==> config.mk <==
export PLATFORM = sky130hd
export DESIGN_NAME = uop_ctrl_core
export DESIGN_NICKNAME = d
export VERILOG_FILES = /design/src/rtl/uop_pkg.sv /design/src/rtl/uop_timer.sv /design/src/rtl/uop_decode.sv /design/src/rtl/uop_datapath.sv /design/src/rtl/uop_ctrl_core.sv
export SDC_FILE = /design/constraint.sdc
export NUM_CORES = 1
export LEC_CHECK = 0
export BUFFER_PORTS_ARGS = -buffer_cell sky130_fd_sc_hd__buf_2
export CAP_MARGIN = 10
export CORE_MARGIN = 5
export CORE_UTILIZATION = 30
export CTS_CLUSTER_DIAMETER = 100
export CTS_CLUSTER_SIZE = 24
export DETAILED_ROUTE_END_ITERATION = 10
export MAX_ROUTING_LAYER = met4
export SETUP_SLACK_MARGIN = 0.02
export SLEW_MARGIN = 10
export SYNTH_ARGS = -nofsm -noshare
export SYNTH_HDL_FRONTEND = slang
export SYNTH_SLANG_ARGS = --single-unit
==> constraint.sdc <==
create_clock -name clk_i -period 4.8 [get_ports clk_i]
set_clock_uncertainty 0.1 [all_clocks]
set_input_delay 0 -clock clk_i [delete_from_list [all_inputs] [get_ports clk_i]]
set_output_delay 0 -clock clk_i [all_outputs]
set_load 0.005 [all_outputs]
==> src/rtl/uop_pkg.sv <==
package uop_pkg;

  typedef enum logic [1:0] {
    CYC_FETCH = 2'b00,
    CYC_INDIR = 2'b01,
    CYC_EXEC  = 2'b10,
    CYC_INTR  = 2'b11
  } cyc_e;

  localparam int unsigned OPW = 4;
  localparam logic [OPW-1:0] OP_ADD = 4'd1;
  localparam logic [OPW-1:0] OP_ISZ = 4'd2;
  localparam logic [OPW-1:0] OP_BSA = 4'd3;

  // datapath register-transfer enables for one step
  typedef struct packed {
    logic mar_ld_pc;
    logic mar_ld_addr;
    logic mbr_ld_mem;
    logic mbr_ld_ptr;
    logic mbr_ld_pc;
    logic mbr_inc;
    logic ir_ld;
    logic pc_inc;
    logic pc_skip_z;
    logic pc_ld_mar1;
    logic r1_add;
  } dp_ctl_t;

  function automatic logic op_known(logic [OPW-1:0] op);
    return (op == OP_ADD) || (op == OP_ISZ) || (op == OP_BSA);
  endfunction

endpackage

==> src/rtl/uop_timer.sv <==
module uop_timer
  import uop_pkg::*;
#(
  parameter int unsigned TW = 3
) (
  input  logic          clk_i,
  input  logic          rst_ni,
  input  logic          last_i,
  input  cyc_e          next_i,
  output cyc_e          cyc_o,
  output logic [TW-1:0] step_o
);

  cyc_e          cyc_q;
  logic [TW-1:0] step_q;

  always_ff @(posedge clk_i or negedge rst_ni) begin
    if (!rst_ni) begin
      cyc_q  <= CYC_FETCH;
      step_q <= '0;
    end else if (last_i) begin
      cyc_q  <= next_i;
      step_q <= '0;
    end else begin
      step_q <= step_q + 1'b1;
    end
  end

  assign cyc_o  = cyc_q;
  assign step_o = step_q;

endmodule

==> src/rtl/uop_decode.sv <==
module uop_decode
  import uop_pkg::*;
#(
  parameter int unsigned TW = 3
) (
  input  cyc_e           cyc_i,
  input  logic [TW-1:0]  step_i,
  input  logic [OPW-1:0] ir_op_i,
  input  logic [OPW-1:0] mbr_op_i,
  input  logic           mbr_ind_i,
  output dp_ctl_t        dp_o,
  output logic           mem_rd_o,
  output logic           mem_wr_o,
  output logic           last_o,
  output cyc_e           next_o
);

  localparam logic [TW-1:0] T1 = TW'(0);
  localparam logic [TW-1:0] T2 = TW'(1);
  localparam logic [TW-1:0] T3 = TW'(2);
  localparam logic [TW-1:0] T4 = TW'(3);
  localparam logic [TW-1:0] T5 = TW'(4);

  always_comb begin
    dp_o     = '0;
    mem_rd_o = 1'b0;
    mem_wr_o = 1'b0;
    last_o   = 1'b0;
    next_o   = CYC_FETCH;
    unique case (cyc_i)
      CYC_FETCH: begin
        case (step_i)
          T1: dp_o.mar_ld_pc = 1'b1;
          T2: mem_rd_o = 1'b1;
          T3: dp_o.mbr_ld_mem = 1'b1;
          T4: begin
            dp_o.ir_ld  = 1'b1;
            dp_o.pc_inc = 1'b1;
            last_o      = 1'b1;
            if (!op_known(mbr_op_i)) next_o = CYC_FETCH;
            else if (mbr_ind_i)      next_o = CYC_INDIR;
            else                     next_o = CYC_EXEC;
          end
          default: last_o = 1'b1;
        endcase
      end
      CYC_INDIR: begin
        case (step_i)
          T1: dp_o.mar_ld_addr = 1'b1;
          T2: mem_rd_o = 1'b1;
          T3: begin
            dp_o.mbr_ld_ptr = 1'b1;
            last_o          = 1'b1;
            next_o          = CYC_EXEC;
          end
          default: last_o = 1'b1;
        endcase
      end
      CYC_EXEC: begin
        if (ir_op_i == OP_BSA) begin
          case (step_i)
            T1: dp_o.mar_ld_addr = 1'b1;
            T2: dp_o.mbr_ld_pc = 1'b1;
            T3: mem_wr_o = 1'b1;
            T4: begin
              dp_o.pc_ld_mar1 = 1'b1;
              last_o          = 1'b1;
            end
            default: last_o = 1'b1;
          endcase
        end else if (ir_op_i == OP_ADD || ir_op_i == OP_ISZ) begin
          // shared operand fetch in t1..t3
          case (step_i)
            T1: dp_o.mar_ld_addr = 1'b1;
            T2: mem_rd_o = 1'b1;
            T3: dp_o.mbr_ld_mem = 1'b1;
            T4: begin
              if (ir_op_i == OP_ADD) begin
                dp_o.r1_add = 1'b1;
                last_o      = 1'b1;
              end else begin
                dp_o.mbr_inc = 1'b1;
              end
            end
            T5: begin
              dp_o.pc_skip_z = 1'b1;
              mem_wr_o       = 1'b1;
              last_o         = 1'b1;
            end
            default: last_o = 1'b1;
          endcase
        end else begin
          last_o = 1'b1;
        end
      end
      default: last_o = 1'b1;
    endcase
  end

endmodule

==> src/rtl/uop_datapath.sv <==
module uop_datapath
  import uop_pkg::*;
#(
  parameter int unsigned DW = 16,
  parameter int unsigned AW = 11
) (
  input  logic          clk_i,
  input  logic          rst_ni,
  input  dp_ctl_t       dp_i,
  input  logic [DW-1:0] rdata_i,
  output logic [AW-1:0] mar_o,
  output logic [DW-1:0] mbr_o,
  output logic [AW-1:0] pc_o,
  output logic [DW-1:0] ir_o,
  output logic [DW-1:0] r1_o
);

  localparam int unsigned PADW = DW - AW;

  logic [AW-1:0] mar_q, pc_q;
  logic [DW-1:0] mbr_q, ir_q, r1_q;
  logic          mbr_zero;

  assign mbr_zero = (mbr_q == '0);

  always_ff @(posedge clk_i or negedge rst_ni) begin
    if (!rst_ni) mar_q <= '0;
    else if (dp_i.mar_ld_pc)   mar_q <= pc_q;
    else if (dp_i.mar_ld_addr) mar_q <= mbr_q[AW-1:0];
  end

  always_ff @(posedge clk_i or negedge rst_ni) begin
    if (!rst_ni) mbr_q <= '0;
    else if (dp_i.mbr_ld_mem) mbr_q <= rdata_i;
    else if (dp_i.mbr_ld_ptr) mbr_q <= {mbr_q[DW-1:AW], rdata_i[AW-1:0]};
    else if (dp_i.mbr_ld_pc)  mbr_q <= {{PADW{1'b0}}, pc_q};
    else if (dp_i.mbr_inc)    mbr_q <= mbr_q + 1'b1;
  end

  always_ff @(posedge clk_i or negedge rst_ni) begin
    if (!rst_ni) pc_q <= '0;
    else if (dp_i.pc_ld_mar1) pc_q <= mar_q + 1'b1;
    else if (dp_i.pc_inc || (dp_i.pc_skip_z && mbr_zero)) pc_q <= pc_q + 1'b1;
  end

  always_ff @(posedge clk_i or negedge rst_ni) begin
    if (!rst_ni) ir_q <= '0;
    else if (dp_i.ir_ld) ir_q <= mbr_q;
  end

  always_ff @(posedge clk_i or negedge rst_ni) begin
    if (!rst_ni) r1_q <= '0;
    else if (dp_i.r1_add) r1_q <= r1_q + mbr_q;
  end

  assign mar_o = mar_q;
  assign mbr_o = mbr_q;
  assign pc_o  = pc_q;
  assign ir_o  = ir_q;
  assign r1_o  = r1_q;

endmodule

==> src/rtl/uop_ctrl_core.sv <==
module uop_ctrl_core
  import uop_pkg::*;
#(
  parameter int unsigned DW = 16,
  parameter int unsigned AW = 11,
  parameter int unsigned TW = 3
) (
  input  logic          clk_i,
  input  logic          rst_ni,
  output logic [AW-1:0] mem_addr_o,
  output logic          mem_rd_o,
  output logic          mem_wr_o,
  output logic [DW-1:0] mem_wdata_o,
  input  logic [DW-1:0] mem_rdata_i,
  output logic [AW-1:0] pc_o,
  output logic [DW-1:0] r1_o,
  output logic [DW-1:0] ir_o,
  output logic [1:0]    cyc_o,
  output logic [TW-1:0] step_o
);

  localparam int unsigned IND_BIT = AW;

  dp_ctl_t       dp;
  logic          last;
  cyc_e          next_cyc, cyc;
  logic [TW-1:0] step;
  logic [AW-1:0] mar;
  logic [DW-1:0] mbr, ir;

  uop_timer #(.TW(TW)) u_timer (
    .clk_i  (clk_i),
    .rst_ni (rst_ni),
    .last_i (last),
    .next_i (next_cyc),
    .cyc_o  (cyc),
    .step_o (step)
  );

  uop_decode #(.TW(TW)) u_decode (
    .cyc_i     (cyc),
    .step_i    (step),
    .ir_op_i   (ir[DW-1 -: OPW]),
    .mbr_op_i  (mbr[DW-1 -: OPW]),
    .mbr_ind_i (mbr[IND_BIT]),
    .dp_o      (dp),
    .mem_rd_o  (mem_rd_o),
    .mem_wr_o  (mem_wr_o),
    .last_o    (last),
    .next_o    (next_cyc)
  );

  uop_datapath #(.DW(DW), .AW(AW)) u_dp (
    .clk_i   (clk_i),
    .rst_ni  (rst_ni),
    .dp_i    (dp),
    .rdata_i (mem_rdata_i),
    .mar_o   (mar),
    .mbr_o   (mbr),
    .pc_o    (pc_o),
    .ir_o    (ir),
    .r1_o    (r1_o)
  );

  assign mem_addr_o  = mar;
  assign mem_wdata_o = mbr;
  assign ir_o        = ir;
  assign cyc_o       = cyc;
  assign step_o      = step;

endmodule

# ---- After elaboration in Yosys (flattened, before gate mapping)
# Index checks and enable logic that the tools add are counted.
dict set report totals {
  regBits 75
  latch_bits 0
  ramBits 0
  rom_bits 0
  in_bits 18
  wordCells 95
  memories 0
}
dict set report classes {
  add_sub_neg 5
  n_mul 0
  n_div 0
  n_lt_le_gt_ge 0
  n_eq_ne 13
  n_shift 0
  muxes 53
  bitwise 0
  reduce_logical 16
}
# cell count
set op_table {}
lappend op_table {{2-to-1 mux 16 bit} 4}
lappend op_table {{2-to-1 mux 11 bit} 4}
lappend op_table {{2-to-1 mux 1 bit} 29}
lappend op_table {{adder 11 x 1 -> 11 bit, second input constant} 2}
lappend op_table {{adder 16 x 1 -> 16 bit, second input constant} 1}
lappend op_table {{adder 16 bit} 1}
lappend op_table {{equality test 4 x 2 -> 1 bit, second input constant} 4}
lappend op_table {{logical NOT 16 bit} 1}
lappend op_table {{2-to-1 mux 2 bit} 8}
lappend op_table {{equality test 4 x 1 -> 1 bit, second input constant} 2}
lappend op_table {{one-hot mux 1 bit (2 select lines)} 4}
lappend op_table {{equality test 3 x 2 -> 1 bit, second input constant} 2}
lappend op_table {{2-to-1 mux 3 bit} 2}
lappend op_table {{logical OR 1 bit} 4}
lappend op_table {{one-hot mux 2 bit (2 select lines)} 1}
lappend op_table {{nonzero test 2 bit} 2}
lappend op_table {{nonzero test 4 bit} 1}
lappend op_table {{OR reduction 2 bit} 2}
lappend op_table {{adder 3 x 1 -> 3 bit, second input constant} 1}
lappend op_table {{equality test 3 x 1 -> 1 bit, second input constant} 1}
lappend op_table {{equality test 3 bit, second input constant} 1}
lappend op_table {{logical NOT 3 bit} 1}
lappend op_table {{one-hot mux 1 bit (3 select lines)} 1}
lappend op_table {{nonzero test 3 bit} 1}
lappend op_table {{other kinds (7)} 7}

# ---- Depth between registers and ports, before layout
# Gate-level depths: netlist of run 1.
dict set report depth {
  ltp_word 10
  depth_mapped 17
  mapped_depth_nobuf 13
}

# ---- By module
# From an unflattened synthesis of run 1, not the netlist that was laid out.
dict set report unflattened {
  hier_cells 522
  area_unflattened_um2 4998.5
}
# mod instances cells_per_inst area_each_um2
set by_module_without_submodules {}
lappend by_module_without_submodules {uop_datapath 1 461 4491.8}
lappend by_module_without_submodules {uop_decode 1 49 321.6}
lappend by_module_without_submodules {uop_timer 1 12 185.2}

# ---- Worst setup path before layout of run 1
# No wires, ideal clock.
dict set report synth_path {
  path_type {flip-flop to flip-flop}
  start {reg u_timer.step_q[2], in the netlist u_timer.step_o[2]}
  end {reg u_dp.pc_q[10], in the netlist u_dp.pc_o[10]}
  setup_ns 0.137
  arrival_ns 3.395
  required_ns 4.563
  path_slack_ns 1.168
  path_stages_with_launch 17
  synth_period_minus_slack_ns 3.632
  path_cell_list {dfrtp_1 -> clkbuf_1 -> inv_1 -> ha_1 -> nand2_1 -> nor4_2 -> clkbuf_1 -> clkbuf_1 -> nand2_1 -> nand2_1 -> ha_1 -> nand2_1 -> nor2_1 -> mux2i_1 -> or4_1 -> a31oi_1 -> a21oi_1}
}
dict set report synth_between {
  elab_chain_cells 8
  word_cells_on_any_way 14
  cone_classes {eq/ne (2); mux (9); reduce/logical (3)}
}
# element line
set synth_rtl {}
lappend synth_rtl {{start, declared} uop_timer.sv:15} ;# logic [TW-1:0] step_q;
lappend synth_rtl {{start signal, assigned} uop_timer.sv:25} ;# step_q <= step_q + 1'b1;
lappend synth_rtl {{equality test 3 bit} uop_decode.sv:73} ;# case (step_i)
lappend synth_rtl {{2-to-1 mux 1 bit} uop_decode.sv:73}
lappend synth_rtl {{2-to-1 mux 1 bit} uop_decode.sv:71} ;# end else if (ir_op_i == OP_ADD || ir_op_i == OP_ISZ) begin
lappend synth_rtl {{2-to-1 mux 1 bit} uop_decode.sv:60} ;# if (ir_op_i == OP_BSA) begin
lappend synth_rtl {{2-to-1 mux 3 bit} uop_decode.sv:30} ;# unique case (cyc_i)
lappend synth_rtl {{logical AND 1 bit} uop_datapath.sv:43} ;# else if (dp_i.pc_inc || (dp_i.pc_skip_z && mbr_zero)) pc_q <= pc_q + 1'b1;
lappend synth_rtl {{logical OR 1 bit} uop_datapath.sv:43}
lappend synth_rtl {{nonzero test 2 bit (no source line)} -}
lappend synth_rtl {{end signal, assigned} uop_datapath.sv:42} ;# else if (dp_i.pc_ld_mar1) pc_q <= mar_q + 1'b1;
lappend synth_rtl {{end signal, assigned} uop_datapath.sv:43}
lappend synth_rtl {{end, declared} uop_datapath.sv:20} ;# logic [AW-1:0] mar_q, pc_q;
# Parallel ways exist; a longest one is shown, timed or not.
# A chain may end at the register's enable or synchronous reset.

# ---- Worst setup path in the final report of run 1
dict set report layout_path {
  start {reg u_timer.step_q[2], in the netlist u_timer.step_o[2]}
  end {reg u_dp.pc_q[8], in the netlist u_dp.pc_o[8]}
}
# The elaborated chain is that of the path after synthesis.

==> impl_metrics.json, run 1 <==
{
  "ys_ff_latch": 75,
  "rows": 47,
  "status": "completed",
  "setup_violations": 0,
  "remaining_drc_errors": 0,
  "numClockSinks": 75,
  "layout_common_cells": "buf_2 (93), nand2_1 (78), dfrtp_1 (75)",
  "met3WireLength_um": 705,
  "drtIter0Drc": 268,
  "yosys.area_share.simple": 0.208,
  "power_density_mw_per_mm2": 559,
  "finalWeightedCongestion": 0.868,
  "initial_utilization": 0.303,
  "grt_max_degree": 76,
  "hpwl_um": 11200,
  "track_usage": 0.163,
  "period_needed_ns": 3.61,
  "finalWorstSetupSlack_ns": 1.19,
  "io_pins": 95,
  "p_total_mw": 3.44,
  "synthAdderAreaFrac": 0.0719,
  "htreeDepth": 3,
  "grt_pass1_vias": 4395,
  "ys_seq_area_frac": 0.377,
  "met1_length_um": 7350,
  "chipHeight_um": 139,
  "synth-compound-area-share": 0.170,
  "fin_nets": 716,
  "maxSlewViolCount": 0,
  "drv_cap": 0,
  "synth_cell_type_count": 56,
  "max_stage_delay_ns": 0.85,
  "area_growth_pct": 23.6,
  "hp-class": "in -> async",
  "layout-drive-gt1-share": 0.209,
  "clk_latency_ns": 0.36,
  "cp-end-kind": "flop",
  "worstPathRequired_ns": 4.98,
  "whs_ns": 0.257,
  "yosysWarnings": 0,
  "antenna_found_initial": 0,
  "layout_commonest_cell": "buf_2",
  "relSlewSlack": 0.347,
  "clockRootBuffer": "clkbuf_16",
  "p_leak_nw": 2.90,
  "synth-main-ff-cell": "dfrtp_1",
  "finalCritPeriodShare": 0.752,
  "worst_slew_pin_slew_ns": 0.979,
  "synthArstFlopShare": 1.00,
  "clockBufferDepth": 2,
  "synthCells": 573,
  "utilization": 0.375,
  "portBuffers": 94,
  "fin_tns_setup_ns": 0,
  "cts_setup_buffers": 0,
  "gr-total-overflow": 0,
  "ant_nets": 0,
  "core_mm2": 0.0164,
  "die_area_mm2": 0.0193,
  "start_kind": "flop",
  "post_drt_wl_per_cell_um": 17.0,
  "numCtsBuffers": 9,
  "top_layer": "met4",
  "muxShareOfSynthArea": 0.0985,
  "grt_pass1_wl_um": 24600,
  "synth_xor_area_frac": 0.0405,
  "antennaDiodeCount": 0,
  "avgSynthCellArea_um2": 8.69,
  "r2r_cells": 13,
  "drtPass1Iterations": 5,
  "fp.dieW_um": 139,
  "crit_type": "reg -> reg",
  "hold_violations": 0,
  "cp_max_fo": 22,
  "vias": 4592,
  "slowest_stage": "or4_1",
  "rsz0062_at_grt": "no",
  "path_cells": "inv_1 > ha_1 > nand2_1 > or4_1 > nand2_1 > nand2_1 > ha_1 > nand2_1 > nor2_1 > mux2i_1 > a21oi_1 > mux2_2 > nor2_1",
  "viasPerCell": 5.13,
  "ir_drop_mv": 0.206,
  "clk_pin_slew_ns": 0.06,
  "synth_top_family_by_area": "simple AND/OR/NAND/NOR gates",
  "synth_edf_count": 0,
  "totalWireLength_um": 15200,
  "fmax_mhz": 277,
  "wl_met2_um": 6870,
  "cts_tree": "done",
  "critPathMostFrequentCell": "nand2_1",
  "synth_area_mm2": 0.00498,
  "dp_slack_ns": 1.24,
  "syn_nets": 619,
  "arrival_ns": 3.79
}
-- power breakdown --
part           internal [mW]  switching (mW)  total (mW)
clock                  0.469           0.288       0.757
combinational          0.652           0.762        1.41
sequential             0.852           0.419        1.27
-- critical path, delay by kind of cell, from the launching register on --
kind / cells / cell delay, ns
simple gates: 7 / 1.50
mux: 2 / 0.68
fa+ha+maj: 2 / 0.51
flops: 1 / 0.49
buf+inv: 1 / 0.15
compound gates: 1 / 0.11
-- sequential cells by signal (all words and copies together) (netlist names) --
name            count
u_dp.ir_o          16
u_dp.mar_o         11
u_dp.mbr_o         16
u_dp.pc_o          11
u_dp.r1_o          16
u_timer.cyc_o       2
u_timer.step_o      3
-- Yosys cell counts (6+ instances only) --
cell,n,area share
nand2_1,78,0.059
dfrtp_1,75,0.38
nor2_1,51,0.038
a21oi_1,47,0.047
o21ai_0,46,0.046
ha_1,27,0.068
clkbuf_1,26,0.020
mux2i_1,25,0.050
nand3_1,23,0.023
mux2_2,20,0.045
inv_1,14,0.011
xnor2_1,12,0.021
xor2_1,11,0.019
nor3_1,10,0.010
nand4_1,8,0.010
nand2b_1,6,0.0075
o31ai_1,6,0.0090
-- cell families (layout without fill, tap and decap cells) --
kind of cell               count (synthesis)  in the layout
DFF                                       75             75
AOI/OAI and AO/OA                        141            141
adders and majority gates                 28             28
buffers and inverters                     44            146
and+or+nand+nor                          216            216
xor gates and xnor gates                  23             23
muxes                                     46             46
-- per-stage QoR --
stage	cells	cell area, um^2
floorplan	573	4980
global placement	862	5660
detailed placement	862	5660
CTS	895	6150
global route	895	6150
finish	895	6150
-- routing by layer --
metal | vias up | track usage
met4 | 0 | 0.0525
met2 | 132 | 0.243
li1 | 2257 | -
met5 | - | -
met3 | 25 | 0.0341
met1 | 2178 | 0.222
-- area by class of cell --
cell class	count	area [um^2]
fill	1683	10300
multi-input combinational	454	2940
sequential	75	1880
timing repair buffer	116	681
tap	220	275
clock buffer	10	239
clock inverter	6	86.3
inverter	14	52.6
-- what timing repair did --
action	CTS	global route
hold buffers	17	0
resized for setup	0	0
endpoints found under the hold margin	91	0
-- worst paths after layout --
| kind | startpoint | to | slack [ns] |
|---|---|---|---|
| hold reg to reg | u_dp.ir_o[9] | u_dp.ir_o[9] | 0.40 |
| hold / removal | rst_ni | u_dp.r1_o[14] | 0.26 |
| setup reg to reg | u_timer.step_o[2] | u_dp.pc_o[8] | 1.19 |
| max in group asynchronous | rst_ni | u_dp.mar_o[4] | 3.72 |
| min in group clk_i | mem_rdata_i[5] | u_dp.mbr_o[5] | 0.29 |
| setup / recovery | u_timer.step_o[2] | u_dp.pc_o[8] | 1.19 |
Power figures use the tool's default switching activity.
==> inputs of run 2 (changes only) <==
- clock period: 4.8 -> 3.5 ns (I/O delays scaled with it)
==> run 2 against run 1 <==
- sequential cell count unchanged
- final cell count up 0.89%
- combinational power up 43%
- critical path depth unchanged
- via count unchanged
- first-iteration DRC count up 18%
- global-route usage down 0.20 points
- die area unchanged
- non-clock buffer count up 9
- maximum frequency up 16%
- design area up 0.61%
- sequential share of layout area down 0.18 points
- critical endpoint is now u_dp.pc_o[10]
==> impl_metrics.json, run 2 (synthesized netlist as in run 1, its figures left out) <==
{
  "io_pins": 95,
  "start_kind": "flop",
  "hold_violations": 0,
  "finalWorstSetupSlack_ns": 0.393,
  "die_area_mm2": 0.0193,
  "gr-total-overflow": 0,
  "cp-end-kind": "flop",
  "remaining_drc_errors": 0,
  "worst_slew_pin_slew_ns": 0.985,
  "fin_tns_setup_ns": 0,
  "dp_cells": 871,
  "clockRootBuffer": "clkbuf_16",
  "track_usage": 0.161,
  "power_density_mw_per_mm2": 756,
  "status": "completed",
  "period_needed_ns": 3.11,
  "layout-drive-gt1-share": 0.215,
  "drv_cap": 0,
  "post_drt_wl_per_cell_um": 16.8,
  "finalWeightedCongestion": 0.845,
  "grt_pass1_vias": 4437,
  "totalWireLength_um": 15100,
  "layout_commonest_cell": "buf_2",
  "rows": 47,
  "hp-class": "in -> async",
  "p_total_mw": 4.68,
  "core_mm2": 0.0164,
  "antenna_found_initial": 0,
  "finalCritPeriodShare": 0.888,
  "fmax_mhz": 322,
  "numClockSinks": 75,
  "area_growth_pct": 24.4,
  "ir_drop_mv": 0.335,
  "fin_nets": 725,
  "stdcell_count": 903,
  "relSlewSlack": 0.343,
  "arrival_ns": 3.21,
  "vias": 4592,
  "antennaDiodeCount": 0,
  "cp_max_fo": 7,
  "htreeDepth": 3,
  "ant_nets": 0,
  "multi_input_area_mm2": 0.00294,
  "numCtsBuffers": 9,
  "layout_common_cells": "buf_2 (93), nand2_1 (78), dfrtp_1 (75)",
  "whs_ns": 0.272,
  "dp_slack_ns": 0.429,
  "nFillCells": 1703,
  "worstPathRequired_ns": 3.61,
  "cts_tree": "done",
  "initial_utilization": 0.303,
  "setup_violations": 0,
  "cts_setup_buffers": 0,
  "hpwl_um": 11200,
  "clk_latency_ns": 0.35,
  "cts.hold.buffers_added": 17,
  "cts_resized": 0,
  "chipHeight_um": 139,
  "clockBufferDepth": 2,
  "rsz0062_at_grt": "no",
  "grt_pass1_wl_um": 24400,
  "drtPass1Iterations": 5,
  "drtIter0Drc": 317,
  "maxSlewViolCount": 0,
  "viasPerCell": 5.09,
  "p_leak_nw": 2.93,
  "fp.dieW_um": 139,
  "crit_type": "reg -> reg",
  "grt_max_degree": 76,
  "clk_pin_slew_ns": 0.06,
  "portBuffers": 94,
  "regArea_mm2": 0.00188
}
## run 2: changes by cell type in the layout (fill, tap and decap cells not counted), sizes merged
cell / before / now
buf: 99 / 108
clkbuf: 10 / 13
bufinv: 2 / 1
clkinv: 2 / 1
clkinvlp: 1 / 0
inv: 15 / 14
## run 2: path summary, 6_finish.rpt
check,cells after the start,slack [ns],to,startpoint
max reg2reg,13,0.39,u_dp.pc_o[10],u_timer.step_o[1]
min in group clk_i,4,0.30,u_dp.mbr_o[4],mem_rdata_i[4]
max in group asynchronous,2,2.40,u_dp.pc_o[9],rst_ni
min reg2reg,1,0.40,u_dp.ir_o[3],u_dp.ir_o[3]
min,2,0.27,u_dp.r1_o[6],rst_ni
max,13,0.39,u_dp.pc_o[10],u_timer.step_o[1]
## run 2: routing by layer
metal,global-route usage,part of all wire,vias up
li1,-,-,2278
met5,-,0,-
met1,0.223,0.50,2163
met3,0.0366,0.051,13
met2,0.241,0.44,138
met4,0.0371,0.011,0
## run 2: worst max-delay path, cell delays in order, from the launching register on
cell and delay, ns:
dfrtp_1 0.41, ha_1 0.18, ha_1 0.22, nand2_1 0.13
or4_1 0.55, nand2_1 0.10, nand2_1 0.06, ha_1 0.27
nand2_1 0.11, nor2_1 0.06, mux2i_1 0.40, nor3_1 0.12
mux2i_1 0.18, a21oi_1 0.08
## run 2: metrics by stage
| step | instance area (um^2) | utilization |
|---|---|---|
| 2_1_floorplan | 4990 | - |
| 3_3_place_gp | 5730 | 0.349 |
| 3_5_place_dp | 5730 | 0.349 |
| 4_1_cts | 6190 | 0.377 |
| 5_1_grt | 6190 | 0.377 |
| 6_report | 6190 | 0.377 |
## run 2: power breakdown
part	internal [mW]	switching (mW)
clock	0.587	0.368
combinational	0.934	1.08
sequential	1.17	0.539
## run 2: final cells by class
| class | instances | share of cell area |
|---|---|---|
| Clock inverter | 2 | 0.00566 |
| Tap cell | 220 | 0.0445 |
| Sequential cell | 75 | 0.303 |
| Multi-Input combinational cell | 454 | 0.475 |
| Inverter | 14 | 0.00849 |
| Timing Repair Buffer | 125 | 0.121 |
| Clock buffer | 13 | 0.0420 |
==> inputs of run 3 (changes only) <==
- ABC_AREA: default -> 1
- SYNTH_HIERARCHICAL: default -> 1
==> run 3 against run 2 <==
- clock power is 2.3% higher
- combinational power is 3% lower
- die area up 1.8%
- non-clock buffer count decreased by 8
- first-iteration DRC count up 4.7%
- via count rose by 8.5%
- critical path depth decreased by 2
- global-route usage increased by 0.49 points
- core utilization about the same
- count of clock-buffer cells in the layout fell by 3
- routed wire length rose by 2.7%
- largest power group unchanged
==> impl_metrics.json, run 3 <==
{
  "io_pins": 95,
  "power_frac_clock": 0.218,
  "rrSetupSlack_ns": 0.85,
  "finalWorstSetupSlack_ns": 0.847,
  "finalCritPeriodShare": 0.758,
  "yosys.area.top_type": "dfrtp_1",
  "fin_tns_setup_ns": 0,
  "worstSetupStartpoint": "u_timer/cyc_o[0]",
  "period_needed_ns": 2.65,
  "slowest_stage": "dfrtp_1",
  "p_sw_mw": 1.99,
  "hold_violations": 0,
  "drtPass1Iterations": 5,
  "grt_max_degree": 76,
  "seqPwrFrac": 0.344,
  "yosysWarnings": 6,
  "ys_ff_latch": 75,
  "crit_type": "reg -> reg",
  "synthArstFlopShare": 1.00,
  "muxShareOfSynthArea": 0.00197,
  "clockBufferDepth": 2,
  "avgSynthCellArea_um2": 7.24,
  "vias": 4983,
  "switching_share": 0.445,
  "synth_area_mm2": 0.00507,
  "drv_cap": 0,
  "arrival_ns": 2.77,
  "cp-endpoint": "u_dp/pc_o[2]",
  "cp_max_fo": 7,
  "antennaDiodeCount": 0,
  "r2r_cells": 11,
  "layout_common_cells": "nand2_1 (191), buf_2 (93), inv_1 (88)",
  "synth-compound-area-share": 0.143,
  "core_mm2": 0.0166,
  "grt_use_met1": 0.229,
  "rsz0062_at_grt": "no",
  "viasPerCell": 4.81,
  "p_int_mw": 2.48,
  "dp_cells": 1003,
  "yosysMostFrequentCell": "nand2_1",
  "nFillCells": 1817,
  "clk_latency_ns": 0.34,
  "gr-total-overflow": 0,
  "synth_cell_type_count": 46,
  "power_density_mw_per_mm2": 715,
  "die_area_mm2": 0.0196,
  "rows": 47,
  "r2r-end": "u_dp/pc_o[2]",
  "setup_violations": 0,
  "ant_nets": 0,
  "track_usage": 0.166,
  "fp.dieW_um": 140,
  "timing.rr.start": "u_timer/cyc_o[0]",
  "cp-end-kind": "flop",
  "comb_power_share": 0.437,
  "portBuffers": 94,
  "numClockSinks": 75,
  "remaining_drc_errors": 0,
  "start_kind": "flop",
  "max_stage_delay_ns": 0.42,
  "drtIter0Drc": 332,
  "fin_area_mm2": 0.00626,
  "p_leak_nw": 3.30,
  "syn_nets": 743,
  "finalWeightedCongestion": 0.889,
  "synth_top_family_by_area": "simple AND/OR/NAND/NOR gates",
  "status": "completed",
  "fin_nets": 853,
  "layout-drive-gt1-share": 0.195,
  "grt_use_met3": 0.0228,
  "fmax_mhz": 377,
  "chipHeight_um": 140,
  "numCtsBuffers": 9,
  "dp_slack_ns": 0.874,
  "htreeDepth": 3,
  "post_drt_wl_per_cell_um": 15.0,
  "ys_seq_area_frac": 0.370,
  "grt_pass1_wl_um": 25700,
  "worst_slew_pin_slew_ns": 1.01,
  "antenna_found_initial": 0,
  "relSlewSlack": 0.330,
  "synth_top_cells_by_count": "nand2_1 (191), inv_1 (88), dfrtp_1 (75), nor2_1 (60), a21oi_1 (44)",
  "hpwl_um": 11700,
  "synth_xor_area_frac": 0.0190,
  "area_growth_pct": 23.4,
  "layout_commonest_cell": "nand2_1",
  "ir_drop_mv": 0.347,
  "grt_busiest_layer": "met2",
  "maxSlewViolCount": 0,
  "placed_area_mm2": 0.00578,
  "synth-main-ff-cell": "dfrtp_1",
  "met2_usage": 0.256,
  "clockRootBuffer": "clkbuf_16",
  "hp-class": "in -> async",
  "netlist_top_cells_area": "dfrtp_1 (37%), nand2_1 (14%), inv_1 (6.5%)",
  "worstPathRequired_ns": 3.62,
  "cts_tree": "done",
  "stdcell_count": 1036,
  "synth_edf_count": 0,
  "synthCells": 701,
  "path_cells": "inv_1 > ha_1 > nand3b_1 > nor2_2 > nand2_1 > o21ai_2 > inv_1 > ha_1 > or2_2 > nand3_1 > o21ai_1",
  "synthAdderAreaFrac": 0.0607,
  "grt_pass1_vias": 4868,
  "synth.top_cell.area_share": 0.370,
  "utilization": 0.377,
  "totalWireLength_um": 15500,
  "yosys.area_share.simple": 0.319,
  "initial_utilization": 0.306,
  "clk_pin_slew_ns": 0.07
}
==> run 3: cell types whose count changed after synthesis, sizes merged, moves of 10 or more <==
cell,previous run,this run
nand3,23,45
inv,14,92
mux2i,25,1
nand2,79,202
xnor2,12,2
clkbuf,26,12
mux2,21,0
o22ai,1,11
nor2,51,69
==> run 3: area by class of cell <==
type / count / area [um^2] / share of cell area
multi-input cells: 515 / 2760 / 0.441
flip-flops and latches: 75 / 1880 / 0.300
repair buffers: 117 / 688 / 0.110
inverters: 93 / 349 / 0.0558
well taps: 220 / 275 / 0.0440
clock buffers: 10 / 239 / 0.0382
clock inverters: 6 / 72.6 / 0.0116
==> run 3: cells by family (layout without fill, tap and decap cells) <==
group                    count (synthesis)  in the layout
AND/OR/NAND/NOR                        357            357
buffers and inverters                  111            226
adder cells (fa/ha/maj)                 24             24
flip-flops                              75             75
AO/OA/AOI/OAI                          122            122
multiplexers                             1              1
XOR/XNOR                                11             11
==> run 3: metrics by stage <==
stage | power, mW | hold slack, ns
finish | 4.47 | 0.270
global placement | 3.48 | 0.132
floorplan | 2.73 | -0.396
global route | 4.87 | 0.355
CTS | 4.52 | 0.310
detailed placement | 3.50 | 0.127
==> run 3: how the worst min path moves through the flow <==
stage / startpoint / endpoint
after floorplan: rst_ni / u_dp/ir_o[0]
after global placement: rst_ni / u_dp/r1_o[3]
after detailed placement: mem_rdata_i[1] / u_dp/mbr_o[1]
after CTS: mem_rdata_i[0] / u_dp/mbr_o[0]
after global routing: mem_rdata_i[0] / u_dp/mbr_o[0]
final: rst_ni / u_dp/r1_o[4]
==> run 3: what timing repair did <==
action | in CTS | in global routing
gates resized for setup | 0 | 0
buffers inserted | 0 | 0
hold buffers | 17 | 0
endpoints found under the hold margin | 91 | 0
==> run 3: critical path, delay by kind of cell, from the launching register on <==
family / cells / cell delay (ns)
adders and majority gates: 2 / 0.51
buffers and inverters: 2 / 0.25
DFF: 1 / 0.42
and+or+nand+nor: 5 / 1.07
AOI/OAI and AO/OA: 2 / 0.18
==> run 3: routing by layer <==
layer,part of all wire,routed length [um]
met5,0,0
met4,0.019,294
met3,0.042,645
met2,0.45,6940
met1,0.49,7650
==> run 3: power by group through the flow <==
| stage | clock network, mW | registers [mW] | logic (mW) |
|---|---|---|---|
| 3_3_place_gp | 0 | 1.56 | 1.92 |
| 6_report | 0.977 | 1.54 | 1.96 |
| 2_1_floorplan | 0 | 1.47 | 1.26 |
| 5_1_grt | 1.04 | 1.61 | 2.22 |
| 4_1_cts | 1.00 | 1.56 | 1.96 |
| 3_5_place_dp | 0 | 1.57 | 1.93 |
